File: src/rtl/ppsd_pkg.sv
package ppsd_pkg;
  // Strobes issued by the control to the datapath, all single-cycle.
  typedef struct packed {
    logic restart;  // reference edge seen: realign the output pattern
    logic report;   // a full interval has been measured
    logic load;     // the measured interval is accepted as the new ratio
  } ppsdStrobes_t;
endpackage

File: src/rtl/ppsd_sync_edge.sv
module ppsd_sync_edge (
  input  logic clk,
  input  logic rst,
  input  logic ppsIn,
  output logic ppsEdge
);
  // Two synchronizer flops plus one history flop for the edge detect.
  logic [2:0] shiftQ;

  always_ff @(posedge clk) begin
    if (rst) shiftQ <= '0;
    else     shiftQ <= {shiftQ[1:0], ppsIn};
  end

  assign ppsEdge = shiftQ[1] & ~shiftQ[2];
endmodule

File: src/rtl/ppsd_control.sv
module ppsd_control
  import ppsd_pkg::*;
#(
  parameter int CNT_W          = 24,
  parameter int NOMINAL_CLOCKS = 4000000,
  parameter int TOL_CLOCKS     = 800
) (
  input  logic             clk,
  input  logic             rst,
  input  logic             ppsEdge,
  input  logic [CNT_W-1:0] measuredNow,
  output ppsdStrobes_t     strobes,
  output logic             lockOut
);
  localparam logic [CNT_W-1:0] LO_V = CNT_W'(NOMINAL_CLOCKS - TOL_CLOCKS);
  localparam logic [CNT_W-1:0] HI_V = CNT_W'(NOMINAL_CLOCKS + TOL_CLOCKS);

  logic haveRef;   // an earlier edge exists, so the interval is meaningful
  logic strike;    // last measurement was rejected
  logic inWindow;

  assign inWindow        = (measuredNow >= LO_V) && (measuredNow <= HI_V);
  assign strobes.restart = ppsEdge;
  assign strobes.report  = ppsEdge & haveRef;
  assign strobes.load    = ppsEdge & haveRef & inWindow;

  always_ff @(posedge clk) begin
    if (rst) begin
      haveRef <= 1'b0;
      strike  <= 1'b0;
      lockOut <= 1'b0;
    end else begin
      if (ppsEdge) haveRef <= 1'b1;
      if (strobes.report) begin
        if (inWindow) begin
          lockOut <= 1'b1;
          strike  <= 1'b0;
        end else if (strike) begin
          lockOut <= 1'b0;
        end else begin
          strike <= 1'b1;
        end
      end
    end
  end
endmodule

File: src/rtl/ppsd_datapath.sv
module ppsd_datapath
  import ppsd_pkg::*;
#(
  parameter int CNT_W          = 24,
  parameter int OUT_BITS       = 15,
  parameter int NOMINAL_CLOCKS = 4000000
) (
  input  logic             clk,
  input  logic             rst,
  input  ppsdStrobes_t     strobes,
  output logic [CNT_W-1:0] measuredNow,
  output logic [CNT_W-1:0] periodOut,
  output logic             tickOut
);
  localparam int Q_W = CNT_W - OUT_BITS;
  localparam logic [Q_W-1:0]      NOM_Q = Q_W'(NOMINAL_CLOCKS >> OUT_BITS);
  localparam logic [OUT_BITS-1:0] NOM_R = OUT_BITS'(NOMINAL_CLOCKS % (1 << OUT_BITS));

  // Interval measurement
  logic [CNT_W-1:0] periodCnt;

  assign measuredNow = (periodCnt == '1) ? periodCnt : periodCnt + 1'b1;

  always_ff @(posedge clk) begin
    if (rst)                  periodCnt <= '0;
    else if (strobes.restart) periodCnt <= '0;
    else if (periodCnt != '1) periodCnt <= periodCnt + 1'b1;
  end

  always_ff @(posedge clk) begin
    if (rst)                 periodOut <= '0;
    else if (strobes.report) periodOut <= measuredNow;
  end

  // Ratio pair in force
  logic [Q_W-1:0]      activeQ, nextQ;
  logic [OUT_BITS-1:0] activeR, nextR;

  assign nextQ = strobes.load ? measuredNow[CNT_W-1:OUT_BITS] : activeQ;
  assign nextR = strobes.load ? measuredNow[OUT_BITS-1:0]     : activeR;

  always_ff @(posedge clk) begin
    if (rst) begin
      activeQ <= NOM_Q;
      activeR <= NOM_R;
    end else if (strobes.load) begin
      activeQ <= nextQ;
      activeR <= nextR;
    end
  end

  // Dual-ratio divider steered by the phase accumulator
  logic [Q_W-1:0]      divCnt;
  logic [OUT_BITS-1:0] accState;
  logic [OUT_BITS:0]   accSum;

  assign accSum  = {1'b0, accState} + {1'b0, activeR};
  assign tickOut = (divCnt == '0);

  always_ff @(posedge clk) begin
    if (rst) begin
      divCnt   <= NOM_Q - 1'b1;
      accState <= NOM_R;
    end else if (strobes.restart) begin
      // First period of a second: accumulator starts from zero, so r is
      // added without carry and the short ratio is used.
      divCnt   <= nextQ - 1'b1;
      accState <= nextR;
    end else if (tickOut) begin
      accState <= accSum[OUT_BITS-1:0];
      divCnt   <= accSum[OUT_BITS] ? activeQ : activeQ - 1'b1;
    end else begin
      divCnt <= divCnt - 1'b1;
    end
  end
endmodule

File: src/rtl/ppsd_divider.sv
module ppsd_divider
  import ppsd_pkg::*;
#(
  parameter  int NOMINAL_CLOCKS = 4000000,
  parameter  int OUT_BITS       = 15,
  parameter  int TOL_PPM        = 200,
  localparam int CNT_W          = $clog2(NOMINAL_CLOCKS) + 2
) (
  input  logic             clk,
  input  logic             rst,
  input  logic             ppsIn,
  output logic             tickOut,
  output logic             lockOut,
  output logic [CNT_W-1:0] periodOut
);
  localparam int TOL_CLOCKS = (NOMINAL_CLOCKS / 1000) * TOL_PPM / 1000;

  logic             ppsEdge;
  logic [CNT_W-1:0] measuredNow;
  ppsdStrobes_t     strobes;
  logic             restartStb, reportStb;

  assign restartStb = strobes.restart;
  assign reportStb  = strobes.report;

  ppsd_sync_edge u_sync (
    .clk(clk), .rst(rst), .ppsIn(ppsIn), .ppsEdge(ppsEdge)
  );

  ppsd_control #(
    .CNT_W(CNT_W), .NOMINAL_CLOCKS(NOMINAL_CLOCKS), .TOL_CLOCKS(TOL_CLOCKS)
  ) u_ctrl (
    .clk(clk), .rst(rst), .ppsEdge(ppsEdge), .measuredNow(measuredNow),
    .strobes(strobes), .lockOut(lockOut)
  );

  ppsd_datapath #(
    .CNT_W(CNT_W), .OUT_BITS(OUT_BITS), .NOMINAL_CLOCKS(NOMINAL_CLOCKS)
  ) u_dp (
    .clk(clk), .rst(rst), .strobes(strobes), .measuredNow(measuredNow),
    .periodOut(periodOut), .tickOut(tickOut)
  );
endmodule

File: config.mk
export PLATFORM = sky130hd
export DESIGN_NAME = ppsd_divider
export DESIGN_NICKNAME = d
export VERILOG_FILES = /design/src/rtl/ppsd_pkg.sv /design/src/rtl/ppsd_sync_edge.sv /design/src/rtl/ppsd_control.sv /design/src/rtl/ppsd_datapath.sv /design/src/rtl/ppsd_divider.sv
export SDC_FILE = /design/constraint.sdc
export NUM_CORES = 1
export LEC_CHECK = 0
export BUFFER_PORTS_ARGS = -buffer_cell sky130_fd_sc_hd__buf_4
export CORE_AREA = 2 2 112 114
export CTS_BUF_LIST = sky130_fd_sc_hd__clkbuf_16
export DETAILED_ROUTE_END_ITERATION = 8
export DIE_AREA = 0 0 114 116
export SYNTH_ARGS = -nofsm -noshare
export SYNTH_HDL_FRONTEND = slang
export SYNTH_SLANG_ARGS = --single-unit
File: constraint.sdc
create_clock -name clk -period 4.1 [get_ports clk]
set_clock_uncertainty 0.1 [all_clocks]
set_input_delay 0.205 -clock clk [delete_from_list [all_inputs] [get_ports clk]]
set_output_delay 0.205 -clock clk [all_outputs]
set_load 0.005 [all_outputs]
==> out/results.tsv, run 1 <==
stage	metric	value	unit
cts	Clock Path Buffers	2	
die	# IOs	29	
sta	fmax	258	MHz
synthesis	ys flop type	dfxtp_1	
worst_hold_path	Hold/Removal Path Class	input pin to flip-flop	
worst_setup_path	RR Startpoint	u_dp.periodCnt[14]	
routing	final wirelength	13.3	mm
layout	area of the multi-input gates	0.00308	sq mm
global_routing	initial antenna violation count	0	
run_status	status	finished clean	
synthesis	Yosys cell types	60	
worst_setup_path	Crit-path slowest cell	or4_4	
global_routing	largest net degree at the start of global routing	66	
synthesis	syn_area_per_cell	8.41	sq um
synthesis	EDFF count, synth	0	
die	die footprint	0.0132	sq mm
routing	via count	4607	
global_routing	vias in the first global route	4342	
die	die height	116	microns
worst_setup_path	source of the critical timing path	u_dp.periodCnt[14]	
cts	CTS tree	built	
sta	Final period util	94.6	%
worst_setup_path	required time of the critical path	4260	ps
global_routing	Total GRT Usage	21.2	%
worst_setup_path	slowest cell delay on critical path	610	ps
sta	Setup-failing EPs final	0	
routing	initial drt markers	367	
power	VDD IR max	0.166	mV
placed_design	number of I/O port buffers	28	
synthesis	synthesized net count	653	
placed_design	post-place instance area	0.00573	sq mm
cts	Clock Latency Late Sink	350	ps
synthesis	top cells by area, synth	dfxtp_1 (39%), nor2_1 (6.9%), a211oi_1 (5.7%), ha_1 (4.5%), xor2_1 (3.5%)	
sta	Slew HR	35.8	%
layout	share of cells above drive strength 1	11.4	%
placed_design	DP HPWL	9.49	mm
worst_hold_path	hold path startpoint	rst	
worst_setup_path	CP Max Fanout	14	
layout	ANT cells	0	
cts	Num CTS Buffers	9	
global_routing	GRT overflow	0	
die	Rows	40	
synthesis	Async SR Flop Fraction	0	%
worst_setup_path	depth of the most critical reg-to-reg path	10	
synthesis	Seq cells post-synth	102	
synthesis	area fraction of the dominant cell type after synthesis	38.5	%
sta	crit path time final	3880	ps
sta	setup ws final	222	ps
layout	# fillers	1152	
die	starting density of the core	44.5	%
sta	unrepaired setup endpoints after global routing	false	
placed_design	DP Worst Slack	292	ps
global_routing	global-route wire length before repair	22.3	mm
sta	final hold vios	0	
worst_setup_path	crit path launch type	flip-flop	
routing	DRC violations left	0	
routing	DR WL/cell	16.3	microns
power	Lkg Pwr	2.26	nW
layout	FF/Latch Area	0.00204	sq mm
cts	CTS root buf	clkbuf_16	
cts	clock sinks	102	
synthesis	post-synthesis instance total	630	
layout	Final Cell Area	0.00610	sq mm
sta	Setup TNS Final	0	ps
worst_setup_path	crit path DAT	4040	ps
worst_setup_path	critical path type	flip-flop to flip-flop	
worst_setup_path	crit end category	flip-flop	
sta	Hold WS	281	ps
cts	hold bufs inserted after CTS	1	
worst_setup_path	r2r setup slk	220	ps
routing	DR pass1 iterations	4	
worst_setup_path	cell breakdown of the critical path	nand4_1 -> or4_4 -> a21oi_2 -> nand4b_1 -> a2111oi_2 -> o2111ai_1 -> a21oi_4 -> buf_4 -> mux2_2 -> a211oi_1	
synthesis	sequential-to-total area share from yosys stat	38.5	%
die	Core Area	0.0119	sq mm
layout	Final #Nets	685	
routing	drt via density	5.66	
layout	Util after Layout	51.2	%
cts	CTS H-tree lvls	3	
worst_setup_path	Worst setup endpoint	u_dp.accState[5]	
sta	slew at the pin closest to its max-slew limit	963	ps
sta	Max Slew Vio Count	0	
die	die width	114	microns
worst_setup_path	FF-to-FF End	u_dp.accState[5]	
power	Pwr Density	352	mW/mm^2
cts	post-CTS setup repair buffer count	0	
routing	antenna viol nets, final	0	
layout	area growth from synthesis to layout	15.2	%
synthesis	Synth area leader	dfxtp_1	
cts	Reg clk slew, reported paths	70	ps
cts	post-cts resize count	0	
synthesis	synth warn	0	
synthesis	mapped cell area	0.00530	sq mm
flow_run	MaxCap Viol Count	0	
placed_design	Placer Congestion	0.935	
==> placed cells by master, fill, tap and decap left out, types with 5 or more instances in the layout <==
| master | count |
|---|---|
| dfxtp_1 | 102 |
| nor2_1 | 97 |
| buf_4 | 49 |
| nand2_1 | 43 |
| a211oi_1 | 40 |
| a21oi_1 | 25 |
| nor3_1 | 23 |
| xor2_1 | 21 |
| xnor2_1 | 19 |
| o21ai_0 | 19 |
| ha_1 | 19 |
| nand3_1 | 18 |
| inv_1 | 16 |
| and2_1 | 13 |
| mux2i_1 | 13 |
| or3_1 | 10 |
| nor2b_1 | 10 |
| nand2b_1 | 10 |
| nor4_1 | 9 |
| clkbuf_16 | 9 |
| nand4_1 | 8 |
| and3_1 | 8 |
| o21a_1 | 6 |
| a31oi_1 | 6 |
| o31ai_1 | 5 |
| a211o_1 | 5 |
==> per-layer routing <==
| metal | track usage (%) | routed length, microns | up-vias |
|---|---|---|---|
| li1 | - | - | 2332 |
| met1 | 29.5 | 6480 | 2183 |
| met2 | 33.9 | 6060 | 79 |
| met3 | 2.98 | 542 | 13 |
| met4 | 7.48 | 185 | 0 |
| met5 | 0 | 0 | - |
==> through the flow <==
stage / instances / total power [mW]
floorplan: 630 / 1.11
detailed placement: 797 / 1.14
global placement: 797 / 1.14
finish: 814 / 2.15
CTS: 814 / 2.17
global route: 814 / 2.22
==> where the power goes <==
group | total (mW) | switching [mW] | leakage [nW] | internal (mW)
clock | 1.03 | 0.376 | 0.175 | 0.655
combinational | 0.0986 | 0.0600 | 1.26 | 0.0385
sequential | 1.02 | 0.0128 | 0.826 | 1.01
total | 2.15 | 0.449 | 2.26 | 1.70
==> cells in the mapped netlist, types with 2 or more instances <==
cell type,count
a211o_1,5
a211oi_1,40
a21boi_1,2
a21oi_1,25
a31oi_1,6
a41oi_1,2
and2_1,13
and3_1,8
and4_1,3
clkbuf_1,25
dfxtp_1,102
ha_1,19
inv_1,16
mux2_2,2
mux2i_1,13
nand2_1,43
nand2b_1,10
nand3_1,18
nand3b_1,4
nand4_1,8
nor2_1,97
nor2b_1,11
nor3_1,23
nor3b_1,2
nor4_1,9
nor4b_1,2
nor4bb_1,2
o2111ai_1,4
o211ai_1,2
o21a_1,6
o21ai_0,19
o22ai_1,3
o2bb2ai_1,3
o31a_1,3
o31ai_1,5
or2_2,3
or3_1,10
or4_1,2
xnor2_1,19
xor2_1,21
==> cell type report <==
class                   count  share of cell area, %
inverters                  16                  0.984
clock inverters             7                   2.23
repair buffers             50                   6.19
clock buffers               9                   3.69
flip-flops and latches    102                   33.5
multi-input cells         483                   50.4
well taps                 147                   3.01
==> state kept, by name (all words and copies together), names as in the netlist <==
name            flops
u_ctrl.haveRef      1
u_ctrl.strike       1
u_dp.divCnt         9
u_ctrl.lockOut      1
u_dp.periodCnt     24
u_dp.activeR       15
u_sync.shiftQ       3
u_dp.periodOut     24
u_dp.activeQ        9
u_dp.accState      15
==> worst max-delay path, delay by kind of cell, from the launching register on <==
family | cells | cell delay [ps]
muxes | 1 | 380
and+or+nand+nor | 3 | 1090
DFF | 1 | 450
buffers and inverters | 1 | 290
AOI/OAI and AO/OA | 5 | 1470
==> kinds of logic (layout without fill, tap and decap cells) <==
| family | count (synthesis) | after routing | synth area share, % |
|---|---|---|---|
| mux | 16 | 16 | 3.09 |
| fa+ha+maj | 20 | 20 | 4.86 |
| buf+inv | 45 | 82 | 3.42 |
| simple gates | 272 | 272 | 25.6 |
| compound gates | 135 | 135 | 17.8 |
| xor+xnor | 40 | 40 | 6.61 |
| flops | 102 | 102 | 38.5 |
==> how the worst min path moves through the flow <==
stage                             endpoint  slack [ps]  cells past startpoint
after global placement    u_sync.shiftQ[0]         330                      2
final                      u_dp.activeR[7]         280                      2
after detailed placement  u_sync.shiftQ[0]         330                      2
after global routing        u_ctrl.haveRef         330                      2
after CTS                  u_dp.activeR[7]         280                      2
after floorplan           u_sync.shiftQ[0]         230                      1
Note: power is estimated with default switching activity, not from simulation.
==> inputs of run 2 (changes only) <==
Settings changed: CORE_AREA 2 2 112 114 to 2 2 157 82, CTS_BUF_LIST sky130_fd_sc_hd__clkbuf_16 to sky130_fd_sc_hd__clkbuf_2 sky130_fd_sc_hd__clkbuf_4 sky130_fd_sc_hd__clkbuf_8, DIE_AREA 0 0 114 116 to 0 0 159 84.
==> out/results.tsv, run 2 (synthesis gave the netlist of run 1 again) <==
stage	metric	value	unit
die	# IOs	29	
placed_design	number of I/O port buffers	28	
cts	Num CTS Buffers	9	
power	switching pwr	464	uW
worst_setup_path	slowest cell delay on critical path	430	ps
power	Lkg Pwr	2.21	nW
worst_setup_path	crit path DAT	3990	ps
layout	Final Cell Area	0.00607	sq mm
cts	CTS tree	built	
layout	Util after Layout	49.8	%
routing	antenna viol nets, final	0	
power	cell internal pwr	1.30	mW
layout	most common library cell in the layout ignoring fill and taps	dfxtp_1	
die	die height	84	microns
routing	final wirelength	15.5	mm
global_routing	Total GRT Usage	23.3	%
sta	slew at the pin closest to its max-slew limit	1150	ps
power	Gate power share	5.9	%
sta	Hold WS	224	ps
worst_setup_path	CP Max Fanout	7	
flow_run	MaxCap Viol Count	0	
placed_design	DP HPWL	11.2	mm
layout	biggest regs	u_dp.periodCnt (24), u_dp.periodOut (24)	
power	clock network power share	36.4	%
power	Pwr Density	291	mW/mm^2
worst_setup_path	critical path type	flip-flop to flip-flop	
worst_setup_path	cell breakdown of the critical path	ha_1 -> and4_1 -> and3_1 -> a21oi_4 -> nor4b_2 -> nor4bb_1 -> nand4_1 -> a21oi_4 -> nand2b_1 -> ha_1 -> nand2_1 -> xor2_1 -> o31a_1 -> o31ai_1	
cts	Reg clk slew, reported paths	110	ps
die	starting density of the core	43.5	%
global_routing	vias in the first global route	4417	
sta	Slew HR	22.1	%
routing	DRC violations left	0	
global_routing	largest net degree at the start of global routing	66	
routing	initial drt markers	532	
cts	CTS H-tree lvls	3	
placed_design	post-place instance area	0.00575	sq mm
cts	clock sinks	102	
layout	Final #Nets	690	
cts	CTS root buf	clkbuf_8	
run_status	status	finished clean	
worst_setup_path	crit end category	flip-flop	
worst_setup_path	Crit-path slowest cell	dfxtp_1	
die	Rows	29	
routing	via count	4800	
sta	Max Slew Vio Count	0	
cts	Clock Latency Late Sink	390	ps
sta	unrepaired setup endpoints after global routing	false	
layout	most frequent cells in the layout	dfxtp_1 (99), nor2_1 (97), buf_4 (53)	
routing	DR WL/cell	18.4	microns
die	die width	159	microns
worst_hold_path	Hold/Removal Path Class	input pin to flip-flop	
placed_design	Placer Congestion	0.974	
sta	Setup TNS Final	0	ps
die	Core Area	0.0122	sq mm
global_routing	global-route wire length before repair	24.3	mm
sta	fmax	262	MHz
sta	setup ws final	286	ps
power	Net Sw Frac	26.2	%
global_routing	initial antenna violation count	0	
sta	crit path time final	3810	ps
placed_design	DP Worst Slack	178	ps
routing	drt via density	5.70	
routing	DR pass1 iterations	5	
worst_setup_path	crit path launch type	flip-flop	
global_routing	GRT overflow	0	
layout	ANT cells	0	
die	die footprint	0.0134	sq mm
cts	Clock Path Buffers	2	
sta	Final period util	93.0	%
worst_setup_path	required time of the critical path	4270	ps
layout	area growth from synthesis to layout	14.6	%
layout	# fillers	1227	
power	VDD IR max	0.177	mV
worst_setup_path	r2r setup slk	290	ps
sta	Setup-failing EPs final	0	
layout	share of cells above drive strength 1	14.0	%
power	sequential share of power	57.8	%
sta	final hold vios	0	
run 2: cell types whose count changed in the layout (fill, tap and decap cells not counted), moves of 3 or more:
cell	before	now
dfxtp_1	102	99
dfxtp_2	0	3
buf_4	49	53
clkbuf_8	0	10
nor4_2	0	3
bufinv_16	4	0
nor4_1	9	6
clkbuf_16	9	0
run 2: critical path: cells and delay by family (launching register included):
kind / cells / cell delay, ps
flops: 1 / 430
xor+xnor: 1 / 150
simple gates: 7 / 1790
fa+ha+maj: 2 / 540
compound gates: 4 / 680
run 2: stage by stage:
| step | instances | power (mW) |
|---|---|---|
| final | 842 | 1.77 |
| after global routing | 842 | 1.84 |
| after CTS | 836 | 1.78 |
| after detailed placement | 819 | 1.14 |
| after global placement | 819 | 1.14 |
| after floorplan | 630 | 1.11 |
run 2: worst paths after layout:
kind	from	to	depth (start not counted)
hold reg to reg	u_sync.shiftQ[0]	u_sync.shiftQ[1]	1
setup reg to reg	u_dp.periodCnt[0]	u_dp.divCnt[8]	14
hold / removal	rst	u_sync.shiftQ[0]	2
setup / recovery	u_dp.periodCnt[0]	u_dp.divCnt[8]	14
run 2: cell type report:
cell class	count	area, sq um	share of cell area [%]
Clock buffer	11	145	2.39
Clock inverter	5	48.8	0.804
Inverter	16	60.1	0.989
Multi-Input combinational cell	483	3140	51.7
Sequential cell	102	2050	33.7
Tap cell	170	213	3.50
Timing Repair Buffer	55	419	6.90
run 2: power by group through the flow:
stage | Sequential (mW) | Clock, mW | Combinational (mW)
6_report | 1.02 | 0.643 | 0.104
5_1_grt | 1.02 | 0.699 | 0.115
4_1_cts | 1.02 | 0.659 | 0.102
3_5_place_dp | 1.04 | 0 | 0.101
3_3_place_gp | 1.04 | 0 | 0.0989
2_1_floorplan | 1.04 | 0 | 0.0718
run 2: timing repair:
item	4_1_cts	5_1_grt
buffers inserted	0	6
hold buffers	1	0
hold endpoints to repair	1	0
resized for setup	0	14
setup endpoints to repair	0	34
run 2: layer usage:
layer,vias to the layer above,wire [microns],GRT usage (%),part of all wire (%)
met4,0,98,4.71,0.63
met5,-,0,0,0
met2,220,5360,27.4,35
met1,2230,8330,38.3,54
met3,10,1730,8.10,11
li1,2340,-,-,-
